--- src/rtl/can_btl_pkg.sv ---
package can_btl_pkg;

    localparam int TS1_W = 4;
    localparam int TS2_W = 3;
    localparam int SJW_W = 2;
    localparam int MAX_SEG1 = (1 << TS1_W);
    localparam int MAX_SJW  = (1 << SJW_W);
    localparam int CNT_W = $clog2(MAX_SEG1 + MAX_SJW) + 1;

    typedef logic [CNT_W-1:0] qcnt_t;

    typedef enum logic [1:0] {
        SEG_SYNC = 2'd0,
        SEG_ONE  = 2'd1,
        SEG_TWO  = 2'd2
    } seg_e;

    typedef struct packed {
        logic [TS1_W-1:0] tseg1;
        logic [TS2_W-1:0] tseg2;
        logic [SJW_W-1:0] sjw;
        logic             triple;
        logic             both_edges;
    } cfg_t;

    typedef struct packed {
        qcnt_t len1;
        qcnt_t len2;
        qcnt_t sjw;
        logic  triple;
        logic  both_edges;
    } timing_t;

    typedef struct packed {
        seg_e  seg;
        qcnt_t cnt;
        qcnt_t ext;
        qcnt_t shrink;
        logic  rdone;
    } bt_state_t;

    function automatic qcnt_t qmin(qcnt_t a, qcnt_t b);
        return (a < b) ? a : b;
    endfunction

    function automatic logic maj3(logic a, logic b, logic c);
        return (a & b) | (a & c) | (b & c);
    endfunction

    // Turn raw length-minus-one fields into legal quantum counts.
    function automatic timing_t legalize(cfg_t c);
        timing_t t;
        qcnt_t   l1;
        qcnt_t   l2;
        qcnt_t   lo2;
        qcnt_t   j;
        l1  = qcnt_t'(c.tseg1) + qcnt_t'(1);
        if (l1 < qcnt_t'(3)) l1 = qcnt_t'(3);
        lo2 = c.triple ? qcnt_t'(3) : qcnt_t'(2);
        l2  = qcnt_t'(c.tseg2) + qcnt_t'(1);
        if (l2 < lo2) l2 = lo2;
        j = qcnt_t'(c.sjw) + qcnt_t'(1);
        j = qmin(j, l1);
        j = qmin(j, l2);
        t.len1       = l1;
        t.len2       = l2;
        t.sjw        = j;
        t.triple     = c.triple;
        t.both_edges = c.both_edges;
        return t;
    endfunction

endpackage

--- src/rtl/btl_cfg_reg.sv ---
module btl_cfg_reg
    import can_btl_pkg::*;
(
    input  logic    clk,
    input  logic    rst,
    input  cfg_t    cfg_in,
    output timing_t tm
);

    cfg_t held;

    always_ff @(posedge clk) begin
        if (rst) held <= '0;
        else     held <= cfg_in;
    end

    assign tm = legalize(held);

    // first segment never shorter than three quanta
    p_seg1_floor_r2: assert property (@(posedge clk) disable iff (rst)
        tm.len1 >= qcnt_t'(3) && tm.len1 <= qcnt_t'(MAX_SEG1));

    // second segment floor depends on sampling mode
    p_seg2_floor_r3: assert property (@(posedge clk) disable iff (rst)
        (held.triple |-> tm.len2 >= qcnt_t'(3)) and (tm.len2 >= qcnt_t'(2)));

    // jump width bounded by both segments
    p_sjw_cap_r4: assert property (@(posedge clk) disable iff (rst)
        tm.sjw != '0 && tm.sjw <= tm.len1 && tm.sjw <= tm.len2);

endmodule

--- src/rtl/btl_edge_vote.sv ---
module btl_edge_vote
    import can_btl_pkg::*;
(
    input  logic clk,
    input  logic rst,
    input  logic tq_en,
    input  logic rx,
    input  logic both_edges,
    input  logic triple,
    input  logic shift_en,
    output logic edge_o,
    output logic voted
);

    logic       prev_rx;
    logic [1:0] hist;

    always_ff @(posedge clk) begin
        if (rst) begin
            prev_rx <= 1'b1;
        end else if (tq_en) begin
            prev_rx <= rx;
        end
    end

    always_ff @(posedge clk) begin
        if (rst) begin
            hist <= 2'b11;
        end else if (shift_en) begin
            hist <= {hist[0], rx};
        end
    end

    always_comb begin
        if (both_edges) edge_o = tq_en & (prev_rx ^ rx);
        else            edge_o = tq_en & prev_rx & ~rx;
    end

    assign voted = triple ? maj3(hist[1], hist[0], rx) : rx;

    // in falling-only mode an edge always lands on a dominant level
    p_fall_only_r10: assert property (@(posedge clk) disable iff (rst)
        (edge_o && !both_edges) |-> !rx);

    // no edge reported without a quantum pulse
    p_edge_needs_tq_r10: assert property (@(posedge clk) disable iff (rst)
        edge_o |-> tq_en);

endmodule

--- src/rtl/btl_seg_fsm.sv ---
module btl_seg_fsm
    import can_btl_pkg::*;
(
    input  logic    clk,
    input  logic    rst,
    input  logic    tq_en,
    input  logic    edge_i,
    input  logic    bus_idle,
    input  timing_t tm,
    input  logic    voted,
    output logic    shift_en,
    output logic    rx_bit,
    output logic    sample_stb,
    output logic    tx_stb
);

    bt_state_t st;
    bt_state_t nx;
    logic      smp;
    logic      txp;
    qcnt_t     seg1_last;
    qcnt_t     seg2_last;
    qcnt_t     late_fix;
    qcnt_t     early_err;
    qcnt_t     early_last;

    assign seg1_last  = tm.len1 + st.ext - qcnt_t'(1);
    assign seg2_last  = tm.len2 - st.shrink - qcnt_t'(1);
    assign late_fix   = qmin(st.cnt + qcnt_t'(1), tm.sjw);
    assign early_err  = tm.len2 - st.cnt;
    assign early_last = tm.len2 - tm.sjw - qcnt_t'(1);

    always_comb begin
        nx       = st;
        smp      = 1'b0;
        txp      = 1'b0;
        shift_en = 1'b0;
        if (tq_en) begin
            if (bus_idle && edge_i) begin
                nx.seg    = SEG_ONE;
                nx.cnt    = '0;
                nx.ext    = '0;
                nx.shrink = '0;
                nx.rdone  = 1'b1;
                txp       = 1'b1;
            end else begin
                unique case (st.seg)
                    SEG_SYNC: begin
                        nx.seg = SEG_ONE;
                        nx.cnt = '0;
                        txp    = 1'b1;
                    end
                    SEG_ONE: begin
                        if (edge_i && !st.rdone) begin
                            nx.ext   = late_fix;
                            nx.rdone = 1'b1;
                            nx.cnt   = st.cnt + qcnt_t'(1);
                            shift_en = 1'b1;
                        end else if (st.cnt == seg1_last) begin
                            smp      = 1'b1;
                            nx.seg   = SEG_TWO;
                            nx.cnt   = '0;
                            nx.ext   = '0;
                            nx.rdone = 1'b0;
                        end else begin
                            nx.cnt   = st.cnt + qcnt_t'(1);
                            shift_en = 1'b1;
                        end
                    end
                    SEG_TWO: begin
                        if (edge_i && !st.rdone) begin
                            nx.rdone = 1'b1;
                            if (early_err <= tm.sjw) begin
                                nx.seg    = SEG_ONE;
                                nx.cnt    = '0;
                                nx.shrink = '0;
                                txp       = 1'b1;
                            end else if (st.cnt >= early_last) begin
                                nx.seg    = SEG_SYNC;
                                nx.cnt    = '0;
                                nx.shrink = '0;
                            end else begin
                                nx.shrink = tm.sjw;
                                nx.cnt    = st.cnt + qcnt_t'(1);
                            end
                        end else if (st.cnt == seg2_last) begin
                            nx.seg    = SEG_SYNC;
                            nx.cnt    = '0;
                            nx.shrink = '0;
                        end else begin
                            nx.cnt = st.cnt + qcnt_t'(1);
                        end
                    end
                    default: begin
                        nx.seg = SEG_SYNC;
                        nx.cnt = '0;
                    end
                endcase
            end
        end
    end

    always_ff @(posedge clk) begin
        if (rst) begin
            st.seg     <= SEG_SYNC;
            st.cnt     <= '0;
            st.ext     <= '0;
            st.shrink  <= '0;
            st.rdone   <= 1'b0;
            rx_bit     <= 1'b1;
            sample_stb <= 1'b0;
            tx_stb     <= 1'b0;
        end else begin
            st         <= nx;
            sample_stb <= smp;
            tx_stb     <= txp;
            if (smp) rx_bit <= voted;
        end
    end

    // the two strobes mark different quanta
    p_strobe_apart_r1: assert property (@(posedge clk) disable iff (rst)
        !(sample_stb && tx_stb));

    // strobes only follow a quantum pulse
    p_strobe_after_tq_r11: assert property (@(posedge clk) disable iff (rst)
        (sample_stb || tx_stb) |-> $past(tq_en));

    // sampled bit only moves on a sample strobe
    p_bit_hold_r9: assert property (@(posedge clk) disable iff (rst)
        !sample_stb |-> $stable(rx_bit));

    // lengthening never exceeds the jump width
    p_ext_cap_r5: assert property (@(posedge clk) disable iff (rst)
        st.ext <= tm.sjw);

    // shortening never exceeds the jump width
    p_shrink_cap_r6: assert property (@(posedge clk) disable iff (rst)
        st.shrink <= tm.sjw);

    // the one-resync lock releases only at a sample point
    p_lock_release_r7: assert property (@(posedge clk) disable iff (rst)
        $fell(st.rdone) |-> sample_stb);

    // an idle-bus edge restarts the bit at once
    p_hard_sync_r8: assert property (@(posedge clk) disable iff (rst)
        (tq_en && bus_idle && edge_i) |=> (tx_stb && st.seg == SEG_ONE && st.cnt == '0));

endmodule

--- src/rtl/can_bit_timing.sv ---
module can_bit_timing
    import can_btl_pkg::*;
(
    input  logic             clk,
    input  logic             rst,
    input  logic             tq_en,
    input  logic             rx,
    input  logic             bus_idle,
    input  logic [TS1_W-1:0] cfg_tseg1,
    input  logic [TS2_W-1:0] cfg_tseg2,
    input  logic [SJW_W-1:0] cfg_sjw,
    input  logic             cfg_triple,
    input  logic             cfg_both_edges,
    output logic             rx_bit,
    output logic             sample_stb,
    output logic             tx_stb
);

    cfg_t    cfg_in;
    timing_t tm;
    logic    edge_w;
    logic    voted_w;
    logic    shift_w;

    assign cfg_in = {cfg_tseg1, cfg_tseg2, cfg_sjw, cfg_triple, cfg_both_edges};

    btl_cfg_reg u_cfg (
        .clk    (clk),
        .rst    (rst),
        .cfg_in (cfg_in),
        .tm     (tm)
    );

    btl_edge_vote u_edge (
        .clk        (clk),
        .rst        (rst),
        .tq_en      (tq_en),
        .rx         (rx),
        .both_edges (tm.both_edges),
        .triple     (tm.triple),
        .shift_en   (shift_w),
        .edge_o     (edge_w),
        .voted      (voted_w)
    );

    btl_seg_fsm u_fsm (
        .clk        (clk),
        .rst        (rst),
        .tq_en      (tq_en),
        .edge_i     (edge_w),
        .bus_idle   (bus_idle),
        .tm         (tm),
        .voted      (voted_w),
        .shift_en   (shift_w),
        .rx_bit     (rx_bit),
        .sample_stb (sample_stb),
        .tx_stb     (tx_stb)
    );

endmodule

--- config.mk ---
export PLATFORM = sky130hd
export DESIGN_NAME = can_bit_timing
export DESIGN_NICKNAME = d
export VERILOG_FILES = /design/src/rtl/can_btl_pkg.sv /design/src/rtl/btl_cfg_reg.sv /design/src/rtl/btl_edge_vote.sv /design/src/rtl/btl_seg_fsm.sv /design/src/rtl/can_bit_timing.sv
export SDC_FILE = /design/constraint.sdc
export NUM_CORES = 1
export LEC_CHECK = 0
export BUFFER_PORTS_ARGS = -buffer_cell sky130_fd_sc_hd__buf_2
export CORE_AREA = 5 5 82 84
export DETAILED_ROUTE_END_ITERATION = 10
export DIE_AREA = 0 0 87 89
export GPL_TIMING_DRIVEN = 0
export PLACE_DENSITY = 0.76
export SLEW_MARGIN = 20
export SYNTH_ARGS = -nofsm -noshare
export SYNTH_HDL_FRONTEND = slang
export SYNTH_SLANG_ARGS = --single-unit
--- constraint.sdc ---
create_clock -name clk -period 5.05 [get_ports clk]
set_clock_uncertainty 0.15 [all_clocks]
set_input_delay 1.01 -clock clk [delete_from_list [all_inputs] [get_ports clk]]
set_output_delay 1.01 -clock clk [all_outputs]
set_load 0.01 [all_outputs]
==> run_results.csv, run 1 <==
group,metric,value,unit
synth,synthArstFlopShare,0,
worst_setup_path,cp-start-kind,"register",
sta,hold_violations,0,
synth,synth.area.top_cells,"dfxtp_1 (23%), ha_1 (20%), xnor2_1 (6.3%)",
floorplan,dieArea,7740,um^2
clock_network,insertion_delay,0.30,ns
pwr,leakagePower,0.00165,uW
cells_and_area,nets,493,
synth,yosysMostFrequentCell,"ha_1",
worst_setup_path,cp_data_required_time,5.08,ns
synth,ys_top_cells_by_count,"ha_1 (50), inv_1 (47), dfxtp_1 (37)",
place,globalplace.congestion,0.888,
sta,drv_slew,0,
synth,ys.flop_type,"dfxtp_1",
detailed_routing,first_iter_violations,84,
sta,setup_viol,12,
clock_network,cts-root-buf,"clkbuf_8",
clock_network,holdBufCountCts,0,
grt,grt_util_all_layers,0.199,
sta,period_needed,5.33,ns
floorplan,rows,28,
synth,yosysWarnings,0,
cells_and_area,final_area,3800,um^2
sta,fin_crit_sh,1.05,
detailed_routing,avgRoutedWirePerCell,14.7,um
floorplan,die_w,87,um
synth,synth.distinct_cells,55,
outcome,violations,"negative setup slack",
floorplan,fp.coreArea,5850,um^2
clock_network,numClockSinks,37,
grt,grt_max_degree,14,
synth,synthSimpleGateAreaFrac,0.168,
worst_setup_path,worst-setup-path-type,"reg2reg",
floorplan,initial_core_util,0.547,
synth,synth-xor-area-share,0.0794,
pwr,max-vdd-ir-drop,0.171,mV
clock_network,cts_tree,"yes",
worst_setup_path,crit_path_end_kind,"register",
synth,synthMuxAreaShare,0.0282,
clock_network,htreeDepth,2,
synth,synth_top_cell_area_share,0.232,
sta,worstMarginPinSlew,0.780,ns
synth,synth-compound-area-share,0.196,
outcome,status,"complete, but fails checks",
detailed_routing,vias,2757,
grt,grt_pass1_wl,12200,um
pwr,pwr_density_cell,238,nW/um^2
clock_network,cts_buffer_depth,2,
synth,ys_seq_area_frac,0.232,
synth,synth_top_area_cell,"dfxtp_1",
detailed_routing,viasPerCell,5.53,
place,place_hpwl,5480,um
synth,ys_ff_latch,37,
sta,fin_ws,-0.277,ns
synth,synth_top_family_by_area,"adder cells",
synth,avgSynthCellArea,8.39,um^2
detailed_routing,first_pass_iters,4,
synth,synth_edf_count,0,
place,dpl_cell_area,3430,um^2
cells_and_area,n_antenna_cell,0,
detailed_routing,route.detailed.drc,0,
cells_and_area,syn_to_final_growth,19.0,%
detailed_routing,antenna_left,0,
sta,finalHoldWorstSlack,0.327,ns
grt,grt_pass1_vias,2626,
worst_setup_path,crit_fanout,5,
worst_setup_path,max_stage_delay,0.51,ns
job,cap_violations,0,
worst_setup_path,reg2reg_from,"u_cfg.held[7]",
synth,synthAdderAreaFrac,0.221,
clock_network,cts_made_buffers,5,
worst_setup_path,cpMaxStageDelayCell,"fa_1",
sta,max_slew_margin,0.476,
cells_and_area,drive_above_1_share,0.189,
detailed_routing,wirelength,7330,um
sta,rsz0062_at_grt,"yes",
hold_path,min_path_type,"reg2reg",
clock_network,clkTransAtPathRegs,0.09,ns
floorplan,die_h,89,um
synth,synth_area,3200,um^2
sta,fmax,0.188,GHz
synth,netlist_instances,381,
grt,grt_antenna_before_repair,0,
grt,grt_overflow_total,0,
hold_path,min-delay-start,"u_fsm.st[9]",
worst_setup_path,critPathLaunch,"u_cfg.held[7]",
floorplan,io_pins,19,
place,io_buffers,18,
worst_setup_path,critPathArrivalTime,5.36,ns
power breakdown:
group / internal (uW) / total (uW) / leakage [uW] / switching [uW]
sequential: 302 / 311 / 0.000303 / 8.98
combinational: 181 / 378 / 0.00130 / 197
clock: 97.9 / 216 / 0.0000445 / 118
total: 581 / 904 / 0.00165 / 324
path summary, 6_finish.rpt:
check | endpoint | slack, ns | depth (start not counted)
setup / recovery | u_fsm.st[19] | -0.28 | 27
hold / removal | u_fsm.st[9] | 0.33 | 2
setup reg to reg | u_fsm.st[19] | -0.28 | 27
hold reg to reg | u_fsm.st[9] | 0.33 | 2
layer usage:
| layer | global-route usage | up-vias | wire length (um) |
|---|---|---|---|
| met5 | 0 | - | 0 |
| met4 | 0.0467 | 0 | 72 |
| met3 | 0.0378 | 8 | 306 |
| met2 | 0.350 | 55 | 3650 |
| met1 | 0.252 | 1282 | 3300 |
| li1 | - | 1412 | - |
cell families after synthesis:
family	Yosys count
adder cells (fa/ha/maj)	54
other	2
multiplexers	9
flip-flops	37
AO/OA/AOI/OAI	93
XOR/XNOR	29
buffers and inverters	57
AND/OR/NAND/NOR	100
through the flow:
stage	TNS (ns)	worst slack (ns)	cells	util	total power, uW
floorplan	-1.07	-0.111	382	-	563
global placement	-8.22	-0.775	475	0.587	616
detailed placement	-9.58	-0.878	475	0.587	626
CTS	-3.14	-0.316	497	0.635	883
global route	-6.08	-0.543	499	0.650	969
finish	-2.87	-0.277	499	0.650	904
placed cells by master (no fill, tap or decap), types with 4 or more instances in the layout:
master	count
inv_1	46
a21oi_1	21
ha_1	46
o21ai_0	10
nor2b_1	16
a21oi_2	4
buf_4	16
nand4_1	4
a22o_1	6
fa_1	4
a21o_1	11
nor2_1	12
clkbuf_1	5
clkbuf_8	5
nand3_1	11
o21ai_1	6
buf_2	19
dfxtp_1	34
mux2i_1	7
nand2_1	24
xor2_1	6
nand2b_1	4
nor3_1	4
o211ai_1	5
xnor2_1	22
cell type report:
cell class                 instances  area [um^2]
buffer                             8         46.3
clock inverter                     3         21.3
clock buffer                       5         68.8
fill                             457         2050
sequential                        37          747
multi-input combinational        288         2430
tap                               75         93.8
inverter                          48          180
timing repair buffer              35          221
critical path, delay by kind of cell (launching register included):
kind                     cells  cell delay [ns]
AO/OA/AOI/OAI               13             2.09
XOR/XNOR                     1             0.18
adder cells (fa/ha/maj)      5             1.46
buffers and inverters        4             0.38
flip-flops                   1             0.35
multiplexers                 1             0.28
AND/OR/NAND/NOR              3             0.32
state kept, by name (all words and copies together) (netlist names):
register,count
u_cfg.tm,2
u_edge.prev_rx,1
u_fsm.rx_bit,1
u_fsm.tx_stb,1
u_fsm.st,20
u_cfg.held,9
u_fsm.sample_stb,1
u_edge.hist,2
what timing repair did:
item	CTS	global route
gates resized for setup	17	16
buffers inserted	15	2
pin swaps	24	26
setup endpoints to repair	13	13
No activity file was read; power rests on OpenSTA's default activity.
==> run 2, diff against run 1 <==
--- a/config.mk
+++ b/config.mk
@@ -5,12 +5,14 @@
 export SDC_FILE = /design/constraint.sdc
 export NUM_CORES = 1
 export LEC_CHECK = 0
+export ABC_AREA = 1
 export BUFFER_PORTS_ARGS = -buffer_cell sky130_fd_sc_hd__buf_2
-export CORE_AREA = 5 5 82 84
+export CORE_AREA = 5 5 81 83
+export CTS_CLUSTER_DIAMETER = 60
 export DETAILED_ROUTE_END_ITERATION = 10
-export DIE_AREA = 0 0 87 89
+export DIE_AREA = 0 0 86 88
 export GPL_TIMING_DRIVEN = 0
-export PLACE_DENSITY = 0.76
+export PLACE_DENSITY = 0.78
 export SLEW_MARGIN = 20
 export SYNTH_ARGS = -nofsm -noshare
 export SYNTH_HDL_FRONTEND = slang
==> constraint.sdc (replaced) <==
create_clock -name clk -period 5.94 [get_ports clk]
set_clock_uncertainty 0.15 [all_clocks]
set_input_delay 1.188 -clock clk [delete_from_list [all_inputs] [get_ports clk]]
set_output_delay 1.188 -clock clk [all_outputs]
set_load 0.01 [all_outputs]
==> run 2 against run 1 <==
  * The run now ends clean
  * Critical path depth increased by 6
  * Sequential power fell by 13%
  * Global-route usage up 0.81 points
  * Utilization decreased by 1.8 points
  * Area after synthesis rose by 5.8%
  * Combinational power decreased by 20%
  * Clock-buffer cell count up 1
  * Non-clock buffer count shrank 19
  * Critical endpoint unchanged
  * Largest power group unchanged
==> run_results.csv, run 2 <==
group,metric,value,unit
place,dpl_cell_area,3570,um^2
worst_setup_path,cp-start-kind,"register",
cells_and_area,drive_above_1_share,0.105,
sta,fin_setup_tns,0,ns
synth,yosysMostFrequentCell,"inv_1",
hold_path,min_path_type,"reg2reg",
worst_setup_path,cpMaxStageDelayCell,"fa_1",
detailed_routing,wirelength,7490,um
cells_and_area,regArea,741,um^2
place,io_buffers,18,
clock_network,insertion_delay,0.30,ns
worst_setup_path,cpMostUsedCell,"nand2_1",
hold_path,hold_depth,2,
floorplan,initial_core_util,0.585,
worst_setup_path,r2r_cells,33,
cells_and_area,multi_input_area,2240,um^2
worst_setup_path,worst-setup-path-type,"reg2reg",
clock_network,cts-resized-gates,0,
worst_setup_path,ff2ff_setup_slack,0.53,ns
floorplan,rows,28,
job,cap_violations,0,
cells_and_area,n_antenna_cell,0,
grt,grt_antenna_before_repair,0,
grt,grt_max_degree,12,
sta,hold_violations,0,
floorplan,fp.coreArea,5780,um^2
worst_setup_path,rr_endpoint,"u_fsm.st[19]",
sta,worstMarginPinSlew,0.664,ns
clock_network,clkTransAtPathRegs,0.07,ns
worst_setup_path,max_stage_delay,0.49,ns
cells_and_area,syn_to_final_growth,8.14,%
grt,grt_util_all_layers,0.207,
detailed_routing,viasPerCell,5.12,
cells_and_area,nets,573,
cells_and_area,final_common_cell,"inv_1",
cells_and_area,largest_registers,"u_fsm.st x20, u_cfg.held x9",
worst_setup_path,critPathArrivalTime,5.49,ns
detailed_routing,avgRoutedWirePerCell,13.0,um
floorplan,dieArea,7570,um^2
clock_network,numClockSinks,37,
clock_network,cts_setup_buffers,0,
hold_path,min_to,"u_fsm.st[7]",
synth,ys_ff_latch,37,
synth,synth_top_cell_area_share,0.219,
grt,grt_pass1_vias,2802,
pwr,max-vdd-ir-drop,0.188,mV
clock_network,htreeDepth,2,
worst_setup_path,crit_fanout,7,
floorplan,die_h,88,um
grt,grt_pass1_wl,12400,um
worst_setup_path,cp_data_required_time,6.02,ns
cells_and_area,largest_reg_flops,20,
pwr,leakagePower,0.00185,uW
pwr,pwr_density_cell,204,nW/um^2
sta,setup_viol,0,
clock_network,holdBufCountCts,0,
synth,synth.distinct_cells,42,
sta,max_slew_margin,0.552,
cells_and_area,final_cell_mix,"inv_1 (98), nand2_1 (77), ha_1 (50)",
synth,netlist_instances,477,
detailed_routing,antenna_left,0,
worst_setup_path,crit_path_end_kind,"register",
place,place_hpwl,6030,um
cells_and_area,fillers,530,
synth,yosysWarnings,0,
cells_and_area,regMostFlops,"u_fsm.st",
synth,ys.flop_type,"dfxtp_1",
sta,fin_crit_sh,0.910,
sta,fmax,0.185,GHz
outcome,status,"completed",
floorplan,io_pins,19,
synth,avgSynthCellArea,7.09,um^2
clock_network,cts-root-buf,"clkbuf_8",
detailed_routing,route.detailed.drc,0,
cells_and_area,final_area,3660,um^2
sta,drv_slew,0,
detailed_routing,first_pass_iters,4,
sta,fin_ws,0.532,ns
worst_setup_path,reg2reg_from,"u_cfg.held[7]",
synth,ys_seq_area_frac,0.219,
synth,synthArstFlopShare,0,
detailed_routing,vias,2961,
synth,synth_top_area_cell,"dfxtp_1",
grt,grt_overflow_total,0,
floorplan,die_w,86,um
cells_and_area,fin_util,0.633,
synth,synth_edf_count,0,
clock_network,cts_made_buffers,5,
place,globalplace.congestion,0.952,
synth,synth.area.top_cells,"dfxtp_1 (22%), ha_1 (18%), inv_1 (11%)",
synth,ys_top_cells_by_count,"inv_1 (98), nand2_1 (77), ha_1 (50)",
hold_path,min-delay-start,"u_fsm.st[7]",
clock_network,cts_buffer_depth,2,
clock_network,cts_tree,"yes",
place,dp_slack,0.533,ns
detailed_routing,first_iter_violations,166,
sta,rsz0062_at_grt,"no",
synth,synth_area,3380,um^2
sta,period_needed,5.41,ns
==> run 2: cell types whose count changed after synthesis, sizes merged, moves of 13 or more <==
cell and delta:
nor2b -16, nand3 +28, inv +54, xnor2 -13, nor2 +25, nand2 +63
==> run 2: per-layer routing <==
| layer | vias up | wire length (um) | track usage |
|---|---|---|---|
| li1 | 1557 | - | - |
| met1 | 1329 | 3280 | 0.258 |
| met5 | - | 0 | 0 |
| met2 | 63 | 3700 | 0.364 |
| met3 | 12 | 374 | 0.0367 |
| met4 | 0 | 130 | 0.0633 |
==> run 2: cells by family after synthesis <==
| kind of cell | synth area share |
|---|---|
| xor gates and xnor gates | 0.0721 |
| adders and majority gates | 0.209 |
| buffers and inverters | 0.122 |
| AOI/OAI and AO/OA | 0.121 |
| DFF | 0.219 |
| other | 0.00222 |
| and+or+nand+nor | 0.255 |
==> run 2: worst max path at each step <==
| stage | start | end | slack [ns] | depth (start not counted) |
|---|---|---|---|---|
| 2_1_floorplan | u_cfg.held[7] | u_fsm.st[19] | 1.16 | 32 |
| 3_3_place_gp | u_cfg.held[7] | u_fsm.st[19] | 0.57 | 34 |
| 3_5_place_dp | u_cfg.held[7] | u_fsm.st[19] | 0.53 | 33 |
| 4_1_cts | u_cfg.held[7] | u_fsm.st[19] | 0.51 | 33 |
| 5_1_grt | u_cfg.held[7] | u_fsm.st[19] | 0.06 | 34 |
| 6_report | u_cfg.held[7] | u_fsm.st[19] | 0.53 | 33 |
==> run 2: stage by stage <==
stage,hold WS (ns),cells,total power [uW]
floorplan,0.279,478,510
global placement,0.293,571,562
detailed placement,0.297,571,574
CTS,0.314,578,747
global route,0.336,578,808
finish,0.314,578,744
==> run 2: worst max-delay path, delay by kind of cell (launching register included) <==
kind | cells | cell delay [ns]
adder cells (fa/ha/maj) | 6 | 1.78
AND/OR/NAND/NOR | 14 | 1.45
AO/OA/AOI/OAI | 9 | 1.27
flip-flops | 1 | 0.44
buffers and inverters | 4 | 0.26
==> run 2: cell type report <==
type	count	area share
Sequential cell	37	0.203
Clock inverter	1	0.00239
Buffer	6	0.00821
Tap cell	75	0.0257
Timing Repair Buffer	18	0.0246
Inverter	102	0.105
Multi-Input combinational cell	333	0.612
Clock buffer	6	0.0198
==> run 2: where the power goes <==
group | switching [uW] | internal, uW | leakage [uW]
logic | 181 | 120 | 0.00150
registers | 9.75 | 260 | 0.000303
clock network | 92.3 | 81.2 | 0.0000412
total | 283 | 461 | 0.00185
==> run 3, diff against run 2 <==
--- a/config.mk
+++ b/config.mk
@@ -5,15 +5,13 @@
 export SDC_FILE = /design/constraint.sdc
 export NUM_CORES = 1
 export LEC_CHECK = 0
-export ABC_AREA = 1
 export BUFFER_PORTS_ARGS = -buffer_cell sky130_fd_sc_hd__buf_2
-export CORE_AREA = 5 5 81 83
+export CORE_AREA = 5 5 79 81
 export CTS_CLUSTER_DIAMETER = 60
 export DETAILED_ROUTE_END_ITERATION = 10
-export DIE_AREA = 0 0 86 88
+export DIE_AREA = 0 0 84 86
 export GPL_TIMING_DRIVEN = 0
 export PLACE_DENSITY = 0.78
-export SLEW_MARGIN = 20
 export SYNTH_ARGS = -nofsm -noshare
 export SYNTH_HDL_FRONTEND = slang
 export SYNTH_SLANG_ARGS = --single-unit
==> run 3 against run 2 <==
  * Utilization up 6.8 points
  * Final cell count fell by 14%
  * Design area grew 3.5%
  * Clock-buffer cell count down 1
  * Clock power increased by 54%
  * Sequential share of layout area fell by 0.55 points
  * Routed wire length increased by 7.1%
  * Critical path depth decreased by 5
  * First-iteration DRC count down 10%
  * Combinational power is 7.0% higher
  * Largest cell class unchanged
==> run_results.csv, run 3 (same netlist as run 1, synthesis figures left out) <==
group,metric,value,unit
outcome,status,"completed",
worst_setup_path,cpMaxStageDelayCell,"fa_1",
clock_network,cts_buffer_depth,2,
clock_network,cts_made_buffers,5,
sta,hold_violations,0,
cells_and_area,regMostFlops,"u_fsm.st",
cells_and_area,n_antenna_cell,0,
cells_and_area,final_cell_mix,"ha_1 (47), inv_1 (46), dfxtp_1 (35)",
place,dpl.cell_count,472,
clock_network,cts-root-buf,"clkbuf_8",
worst_setup_path,cp_data_required_time,5.96,ns
grt,grt_util_all_layers,0.221,
detailed_routing,vias,2891,
floorplan,die_w,84,um
sta,finalHoldWorstSlack,0.332,ns
worst_setup_path,critPathArrivalTime,5.88,ns
floorplan,fp.coreArea,5410,um^2
place,io_buffers,18,
floorplan,initial_core_util,0.592,
clock_network,cts_tree,"yes",
grt,grt_pass1_vias,2861,
pwr,max-vdd-ir-drop,0.171,mV
cells_and_area,drive_above_1_share,0.173,
cells_and_area,final_common_cell,"ha_1",
worst_setup_path,cp-start-kind,"register",
sta,fin_crit_sh,0.985,
detailed_routing,avgRoutedWirePerCell,16.2,um
worst_setup_path,crit_fanout,8,
sta,drv_slew,0,
detailed_routing,wirelength,8020,um
grt,grt_overflow_total,0,
hold_path,min_path_type,"reg2reg",
pwr,switching_share,0.328,
pwr,p_switching,280,uW
clock_network,numClockSinks,37,
place,dpl_cell_area,3380,um^2
sta,fmax,0.171,GHz
job,cap_violations,0,
cells_and_area,largest_reg_flops,20,
grt,grt_max_degree,13,
clock_network,clkTransAtPathRegs,0.08,ns
sta,worstMarginPinSlew,0.810,ns
pwr,leakagePower,0.00166,uW
sta,setup_viol,0,
cells_and_area,syn_to_final_growth,18.3,%
floorplan,dieArea,7220,um^2
grt,grt_antenna_before_repair,0,
detailed_routing,antenna_left,0,
cells_and_area,largest_registers,"u_fsm.st x20, u_cfg.held x9",
detailed_routing,first_iter_violations,149,
clock_network,insertion_delay,0.31,ns
floorplan,io_pins,19,
sta,period_needed,5.85,ns
detailed_routing,viasPerCell,5.84,
cells_and_area,fin_util,0.700,
pwr,power_frac_comb,0.377,
place,globalplace.congestion,0.921,
place,place_hpwl,5900,um
floorplan,die_h,86,um
detailed_routing,first_pass_iters,4,
pwr,internal_power,574,uW
pwr,pwr_density_cell,226,nW/um^2
detailed_routing,route.detailed.drc,0,
clock_network,htreeDepth,2,
cells_and_area,nets,492,
floorplan,rows,27,
grt,grt_pass1_wl,13100,um
pwr,pwr-share-seq,0.309,
pwr,clkPwrFrac,0.314,
cells_and_area,final_area,3780,um^2
clock_network,holdBufCountCts,0,
worst_setup_path,max_stage_delay,0.50,ns
worst_setup_path,crit_path_end_kind,"register",
pwr,power,855,uW
sta,max_slew_margin,0.456,
cells_and_area,final_cells,495,
worst_setup_path,worst-setup-path-type,"reg2reg",
-- run 3: path summary, 6_finish.rpt --
kind,startpoint,endpoint,slack [ns],depth (start not counted)
hold / removal,u_fsm.st[9],u_fsm.st[9],0.33,2
hold reg to reg,u_fsm.st[9],u_fsm.st[9],0.33,2
setup reg to reg,u_cfg.held[7],u_fsm.st[20],0.09,28
setup / recovery,u_cfg.held[7],u_fsm.st[20],0.09,28
-- run 3: final cells by class --
class	instances	area [um^2]
fillers	416	1620
inverters	48	180
flip-flops and latches	37	746
clock buffers	5	68.8
repair buffers	33	206
clock inverters	3	65.1
well taps	72	90.1
plain buffers	9	57.6
multi-input cells	288	2370
-- run 3: repair_timing --
item	in CTS	in global routing
setup endpoints to repair	12	12
gates resized for setup	9	27
setup buffers	4	11
pin swaps	4	13
cloned	0	0
-- run 3: per-stage QoR --
step	worst slack, ns	setup TNS (ns)
finish	0.0886	0
global route	-0.135	-0.818
CTS	0.0283	0
detailed placement	-0.614	-6.83
global placement	-0.468	-4.92
floorplan	0.325	0
-- run 3: critical path, delay by kind of cell, from the launching register on --
family,cells,cell delay (ns)
AO/OA/AOI/OAI,12,2.17
XOR/XNOR,1,0.26
adder cells (fa/ha/maj),5,1.51
buffers and inverters,5,0.50
flip-flops,1,0.35
multiplexers,1,0.30
AND/OR/NAND/NOR,4,0.47
-- run 3: metal layers --
metal  GRT usage  vias to the layer above  part of all wire
met5           0                        -                 0
met4      0.0716                        0             0.027
li1            -                     1406                 -
met1       0.271                     1367              0.43
met3      0.0519                       25             0.051
met2       0.385                       93              0.49
-- run 3: power by group through the flow --
stage | registers [uW] | clock network, uW | logic, uW
floorplan | 268 | 0 | 202
global placement | 270 | 0 | 247
detailed placement | 270 | 0 | 261
CTS | 264 | 266 | 277
global route | 265 | 280 | 357
finish | 264 | 268 | 322
